### src/rtl/rtc_cal_pkg.sv
package rtc_cal_pkg;

    // Length of the current second relative to nominal
    typedef enum logic [1:0] {
        CORR_NONE  = 2'd0,
        CORR_SHORT = 2'd1,
        CORR_LONG  = 2'd2
    } corr_e;

    // Conditions under which the test square wave may run
    function automatic logic ft_allowed(
        input logic stop,
        input logic ft_en,
        input logic alarm_ie,
        input logic wd_steer,
        input logic wd_zero
    );
        return !stop && ft_en && !alarm_ie && (wd_steer || wd_zero);
    endfunction

endpackage

### src/rtl/rtc_cal_sched.sv
module rtc_cal_sched
    import rtc_cal_pkg::*;
#(
    parameter int CAL_W          = 5,
    parameter int SECS_PER_MIN   = 60,
    parameter int MINS_PER_CYCLE = 64
) (
    input  logic             clk,
    input  logic             rst_n,
    input  logic             stop,
    input  logic             sec_wrap,
    input  logic [CAL_W-1:0] cal_mag,
    input  logic             cal_pos,
    output corr_e            corr_mode
);
    localparam int SEC_W = $clog2(SECS_PER_MIN);
    localparam int MIN_W = $clog2(MINS_PER_CYCLE);
    localparam int unsigned ELIG = MINS_PER_CYCLE - 2;

    typedef struct packed {
        logic [SEC_W-1:0] sec;
        logic [MIN_W-1:0] min;
        logic [CAL_W-1:0] mag;
        logic             pos;
    } sched_t;

    sched_t s_d, s_q;
    logic   last_sec, last_min, in_span;

    always_comb begin
        s_d      = s_q;
        last_sec = (s_q.sec == SEC_W'(SECS_PER_MIN - 1));
        last_min = (s_q.min == MIN_W'(MINS_PER_CYCLE - 1));
        if (stop) begin
            s_d.sec = '0;
            s_d.min = '0;
            s_d.mag = cal_mag;
            s_d.pos = cal_pos;
        end else if (sec_wrap) begin
            if (last_sec) begin
                s_d.sec = '0;
                s_d.min = last_min ? '0 : s_q.min + MIN_W'(1);
                s_d.mag = cal_mag;
                s_d.pos = cal_pos;
            end else begin
                s_d.sec = s_q.sec + SEC_W'(1);
            end
        end
        in_span = (32'(s_q.min) < 32'({s_q.mag, 1'b0})) && (32'(s_q.min) < ELIG);
        corr_mode = CORR_NONE;
        if ((s_q.sec == '0) && in_span) begin
            corr_mode = s_q.pos ? CORR_SHORT : CORR_LONG;
        end
    end

    always_ff @(posedge clk or negedge rst_n) begin
        if (!rst_n) s_q <= '0;
        else        s_q <= s_d;
    end

    // an altered second sits only at second 0 of an eligible minute
    p_corr_slot_r6: assert property (@(posedge clk) disable iff (!rst_n)
        (corr_mode != CORR_NONE) |-> (s_q.sec == '0 && 32'(s_q.min) < ELIG));

    // after a stop cycle the position is back at the start
    p_stop_clears_r9: assert property (@(posedge clk) disable iff (!rst_n)
        stop |=> (s_q.sec == '0 && s_q.min == '0));

endmodule

### src/rtl/rtc_sec_divider.sv
module rtc_sec_divider
    import rtc_cal_pkg::*;
#(
    parameter int OSC_HZ    = 32768,
    parameter int CORR_UNIT = 128
) (
    input  logic  clk,
    input  logic  rst_n,
    input  logic  osc_en,
    input  logic  stop,
    input  corr_e corr_mode,
    output logic  sec_wrap,
    output logic  sec_tick
);
    localparam int LIM_W = $clog2(OSC_HZ + CORR_UNIT + 1);

    typedef struct packed {
        logic [LIM_W-1:0] cnt;
        logic             tick;
    } div_t;

    div_t             d_d, d_q;
    logic [LIM_W-1:0] limit;

    always_comb begin
        case (corr_mode)
            CORR_SHORT: limit = LIM_W'(OSC_HZ - 2 * CORR_UNIT);
            CORR_LONG:  limit = LIM_W'(OSC_HZ + CORR_UNIT);
            default:    limit = LIM_W'(OSC_HZ);
        endcase
        sec_wrap = !stop && osc_en && (d_q.cnt == limit - LIM_W'(1));
        d_d      = d_q;
        d_d.tick = sec_wrap;
        if (stop || sec_wrap) d_d.cnt = '0;
        else if (osc_en)      d_d.cnt = d_q.cnt + LIM_W'(1);
    end

    always_ff @(posedge clk or negedge rst_n) begin
        if (!rst_n) d_q <= '0;
        else        d_q <= d_d;
    end

    assign sec_tick = d_q.tick;

    // a tick is a single-cycle pulse
    p_tick_single_r2: assert property (@(posedge clk) disable iff (!rst_n)
        sec_tick |=> !sec_tick);

    // a tick always follows a counted oscillator pulse
    p_tick_after_pulse_r3: assert property (@(posedge clk) disable iff (!rst_n)
        sec_tick |-> $past(osc_en));

    // no tick while stopped
    p_stop_quiet_r9: assert property (@(posedge clk) disable iff (!rst_n)
        stop |=> !sec_tick);

endmodule

### src/rtl/rtc_ft_gen.sv
module rtc_ft_gen
    import rtc_cal_pkg::*;
#(
    parameter int OSC_HZ = 32768,
    parameter int FT_HZ  = 512
) (
    input  logic clk,
    input  logic rst_n,
    input  logic osc_en,
    input  logic stop,
    input  logic ft_en,
    input  logic alarm_ie,
    input  logic wd_steer,
    input  logic wd_zero,
    output logic ft_out
);
    localparam int HALF = OSC_HZ / (2 * FT_HZ);
    localparam int FT_W = $clog2(HALF + 1);

    typedef struct packed {
        logic [FT_W-1:0] cnt;
        logic            wave;
    } ft_t;

    ft_t  f_d, f_q;
    logic run;

    always_comb begin
        run = ft_allowed(stop, ft_en, alarm_ie, wd_steer, wd_zero);
        f_d = f_q;
        if (!run) begin
            f_d.cnt  = '0;
            f_d.wave = 1'b0;
        end else if (osc_en) begin
            if (f_q.cnt == FT_W'(HALF - 1)) begin
                f_d.cnt  = '0;
                f_d.wave = !f_q.wave;
            end else begin
                f_d.cnt = f_q.cnt + FT_W'(1);
            end
        end
    end

    always_ff @(posedge clk or negedge rst_n) begin
        if (!rst_n) f_q <= '0;
        else        f_q <= f_d;
    end

    assign ft_out = f_q.wave;

    // a disabled test wave reads low on the next cycle
    p_ft_gated_r11: assert property (@(posedge clk) disable iff (!rst_n)
        !run |=> !ft_out);

    // without an oscillator pulse the wave does not move
    p_ft_hold_r10: assert property (@(posedge clk) disable iff (!rst_n)
        (run && !osc_en) |=> $stable(ft_out));

endmodule

### src/rtl/rtc_cal_prescaler.sv
module rtc_cal_prescaler
    import rtc_cal_pkg::*;
#(
    parameter int OSC_HZ         = 32768,
    parameter int CORR_UNIT      = 128,
    parameter int CAL_W          = 5,
    parameter int SECS_PER_MIN   = 60,
    parameter int MINS_PER_CYCLE = 64,
    parameter int FT_HZ          = 512
) (
    input  logic             clk,
    input  logic             rst_n,
    input  logic             osc_en,
    input  logic [CAL_W-1:0] cal_mag,
    input  logic             cal_pos,
    input  logic             stop,
    input  logic             ft_en,
    input  logic             alarm_ie,
    input  logic             wd_steer,
    input  logic             wd_zero,
    output logic             sec_tick,
    output logic             ft_out
);
    corr_e corr_mode;
    logic  sec_wrap;

    rtc_cal_sched #(
        .CAL_W          (CAL_W),
        .SECS_PER_MIN   (SECS_PER_MIN),
        .MINS_PER_CYCLE (MINS_PER_CYCLE)
    ) i_sched (
        .clk       (clk),
        .rst_n     (rst_n),
        .stop      (stop),
        .sec_wrap  (sec_wrap),
        .cal_mag   (cal_mag),
        .cal_pos   (cal_pos),
        .corr_mode (corr_mode)
    );

    rtc_sec_divider #(
        .OSC_HZ    (OSC_HZ),
        .CORR_UNIT (CORR_UNIT)
    ) i_div (
        .clk       (clk),
        .rst_n     (rst_n),
        .osc_en    (osc_en),
        .stop      (stop),
        .corr_mode (corr_mode),
        .sec_wrap  (sec_wrap),
        .sec_tick  (sec_tick)
    );

    rtc_ft_gen #(
        .OSC_HZ (OSC_HZ),
        .FT_HZ  (FT_HZ)
    ) i_ft (
        .clk      (clk),
        .rst_n    (rst_n),
        .osc_en   (osc_en),
        .stop     (stop),
        .ft_en    (ft_en),
        .alarm_ie (alarm_ie),
        .wd_steer (wd_steer),
        .wd_zero  (wd_zero),
        .ft_out   (ft_out)
    );

endmodule

### config.mk
export PLATFORM = sky130hd
export DESIGN_NAME = rtc_cal_prescaler
export DESIGN_NICKNAME = d
export VERILOG_FILES = /design/src/rtl/rtc_cal_pkg.sv /design/src/rtl/rtc_cal_sched.sv /design/src/rtl/rtc_sec_divider.sv /design/src/rtl/rtc_ft_gen.sv /design/src/rtl/rtc_cal_prescaler.sv
export SDC_FILE = /design/constraint.sdc
export NUM_CORES = 1
export LEC_CHECK = 0
export BUFFER_PORTS_ARGS = -buffer_cell sky130_fd_sc_hd__buf_4
export CORE_ASPECT_RATIO = 1.1
export CORE_MARGIN = 3
export CORE_UTILIZATION = 35
export CTS_BUF_LIST = sky130_fd_sc_hd__clkbuf_4 sky130_fd_sc_hd__clkbuf_8
export CTS_CLUSTER_SIZE = 16
export DETAILED_ROUTE_END_ITERATION = 10
export PLACE_DENSITY = 0.54
export SYNTH_ARGS = -nofsm -noshare
export SYNTH_HDL_FRONTEND = slang
export SYNTH_HIERARCHICAL = 1
export SYNTH_SLANG_ARGS = --single-unit
export TNS_END_PERCENT = 50
### constraint.sdc
create_clock -name clk -period 10.45 [get_ports clk]
set_input_delay 2.09 -clock clk [delete_from_list [all_inputs] [get_ports clk]]
set_output_delay 2.09 -clock clk [all_outputs]
set_load 0.01 [all_outputs]
==> results.yml <==
synth:
  synth.area.top_cells: "dfrtp_1 44%, ha_1 5.8%, xnor2_1 4.8%, nor2_1 4.3%, nand2_1 3.3%"
  synth_common_cells: "42 x dfrtp_1, 27 x nor2_1, 21 x nand2_1, 15 x inv_1, 13 x xnor2_1"
  synth_area_um2: 2380
  synthArstFlopShare: 1.000
  ys_ff_latch: 42
  yosysMostFrequentCell: "dfrtp_1"
  ys.flop_type: "dfrtp_1"
  syn_area_per_cell_um2: 9.753
  yosysWarnings: 6
  syn_nets: 269
  synth_cell_types: 47
  synth_top_cell_area_share: 0.4416
  synth_area_leader_cell: "dfrtp_1"
  synth_edf_count: 0
  yosysSeqAreaShare: 0.4416
  synthCells: 244
global_routing:
  grt_overflow: 0
  antenna_found_initial: 0
  grt_pass1_wl_um: 8121
  grt_usage: 0.1268
  grt_max_degree: 43
  grt_pass1_vias: 1669
floorplan:
  die_w_um: 84.62
  dieHeight_um: 92.48
  dieArea_um2: 7826
  start_util: 0.3729
  core.rowCount: 30
  core_area_um2: 6381
  io_pins: 16
timing:
  worst_slew_pin_slew_ps: 914.4
  tns_ps: 0
  period_share: 0.4410
  hold_violations: 0
  maxSlewViolCount: 0
  rsz0062_at_grt: "false"
  slew_headroom: 0.3904
  whs_ps: 515.0
  fmax_mhz: 217.0
  min_period_ps: 4609
  setup_violations: 0
  skew_ps: 6.098
worst_setup_path:
  cp-start-kind: "flip-flop"
  cp_slowest_cell: "or4b_4"
  worst-path-buf-inv: 1
  reg2reg_setup_slack_ps: 5840
  r2r_start: "i_sched/s_q[11]"
  crit_path_start: "i_sched/s_q[11]"
  cp_max_fo: 11
  slowest_delay_ps: 540
  required_ps: 10670
  path_cells: "ha_1, or4b_4, a2111oi_4, o211ai_1, nor2_1, inv_1, ha_1, xnor2_1, nand3_1, or4_1, nor2_1, and2_1, a21oi_1, or4_1, o21ai_0"
  critPathCaptureType: "flip-flop"
  cp_top_family: "simple AND/OR/NAND/NOR gates"
  cp.arrival_ps: 4830
  critPathKind: "flip-flop to flip-flop"
routing:
  drt_iter0_drc: 83
  wl_met1_um: 2294
  wire_per_inst_um: 13.11
  dr.pass1.iters: 4
  via_per_inst: 5.191
  num_vias: 1770
  topRoutingLayerUsed: "met4"
  dr_wl_met3_um: 117
  wl_met2_um: 1997
  ant_nets: 0
  drc_errors: 0
  routed_wl_um: 4470
final_layout:
  multi_input_area_um2: 1240
  final_util: 0.4149
  finalInstanceArea_um2: 2648
  drive_gt1_frac: 0.1456
  n_fill_cell: 653
  regArea_um2: 1051
  syn_to_final_growth_pct: 11.25
  n_antenna_cell: 0
  nNetsFinal: 286
clock_network:
  cts.clk_slew.worst_paths_ps: 80
  insertion_delay_ps: 290
  cts_root_buf: "clkbuf_8"
  post-cts-setup-buffers: 0
  cts.sinks: 42
  htree_levels: 2
  cts_buffers: 5
  cts_tree: "built"
  cts_buffer_depth: 2
  cts-hold-fix-buffers: 0
  ctsResizeCount: 0
job:
  cap_violations: 0
status:
  status: "complete, no violations"
pwr:
  cellLeakagePower_nw: 1.109
  finalPower_mw: 0.3234
  powerDensity_nw_per_um2: 122.1
  ir_drop_mv: 0.04252
min_path:
  worst_hold_path_type: "flip-flop to flip-flop"
  worstHoldStart: "i_sched/s_q[5]"
place:
  place_congestion: 0.7766
  place_hpwl_um: 3149
  portBuffers: 15
  placed_cell_area_um2: 2564
==> state kept, by name, summed over array words and instances (netlist names) <==
register        flops
i_div/sec_tick      1
i_sched/s_q        18
i_ft/f_q            6
i_ft/ft_out         1
i_div/d_q          16
==> final cells by class <==
class                      count  share of cell area
multi-input combinational    181              0.4683
tap                           80             0.03781
sequential                    42              0.3970
inverter                      16             0.02268
clock buffer                   7             0.03166
timing repair buffer          15             0.04253
==> worst paths after layout <==
path,end,cells after the start
min,i_sched/s_q[5],1
min reg2reg,i_sched/s_q[5],1
min in group asynchronous,i_div/d_q[6],1
max,i_sched/s_q[9],15
max in group asynchronous,i_ft/f_q[3],1
max reg2reg,i_sched/s_q[9],15
==> cell usage in the layout (no fill, tap or decap), types with 2 or more instances in the layout <==
cell type and n:
dfrtp_1 42, nor2_1 27, nand2_1 21, inv_1 15, buf_4 15, xnor2_1 13, o21ai_0 12, a21oi_1 11
ha_1 11, nand3_1 9, nor4_1 6, nor3_1 6, mux2_2 6, clkbuf_8 5, xor2_1 5, or4_1 4
nand4_1 4, or3_1 4, o211ai_1 4, mux2i_1 3, nand3_2 3, a31oi_1 3, o31ai_1 3, nand2b_1 3
clkbuf_4 2, and4_1 2, nor2b_1 2, a21o_1 2
==> logic make-up after synthesis <==
family,after synthesis,share of synthesized area
AND/OR/NAND/NOR,102,0.2361
flip-flops,42,0.4416
AO/OA/AOI/OAI,41,0.1199
buffers and inverters,21,0.03732
XOR/XNOR,18,0.06625
adder cells (fa/ha/maj),11,0.05783
multiplexers,9,0.04101
==> stage by stage <==
step / std cells / setup slack [ps]
global placement: 334 / 5767
CTS: 341 / 5833
detailed placement: 334 / 5715
finish: 341 / 5841
floorplan: 244 / 6385
global route: 341 / 5466
==> metal layers <==
layer	GRT usage	up-vias
li1	-	896
met2	0.1932	18
met1	0.1769	851
met5	0	-
met4	0.03958	0
met3	0.03114	5
==> power by group <==
group	internal, mW	switching [mW]	leakage [nW]	total [mW]
Combinational	0.0205	0.0234	0.496	0.0439
Clock	0.0512	0.0531	0.0452	0.104
Sequential	0.168	0.00696	0.568	0.175
Total	0.240	0.0835	1.11	0.323
Note: power is estimated with default switching activity, not from simulation.
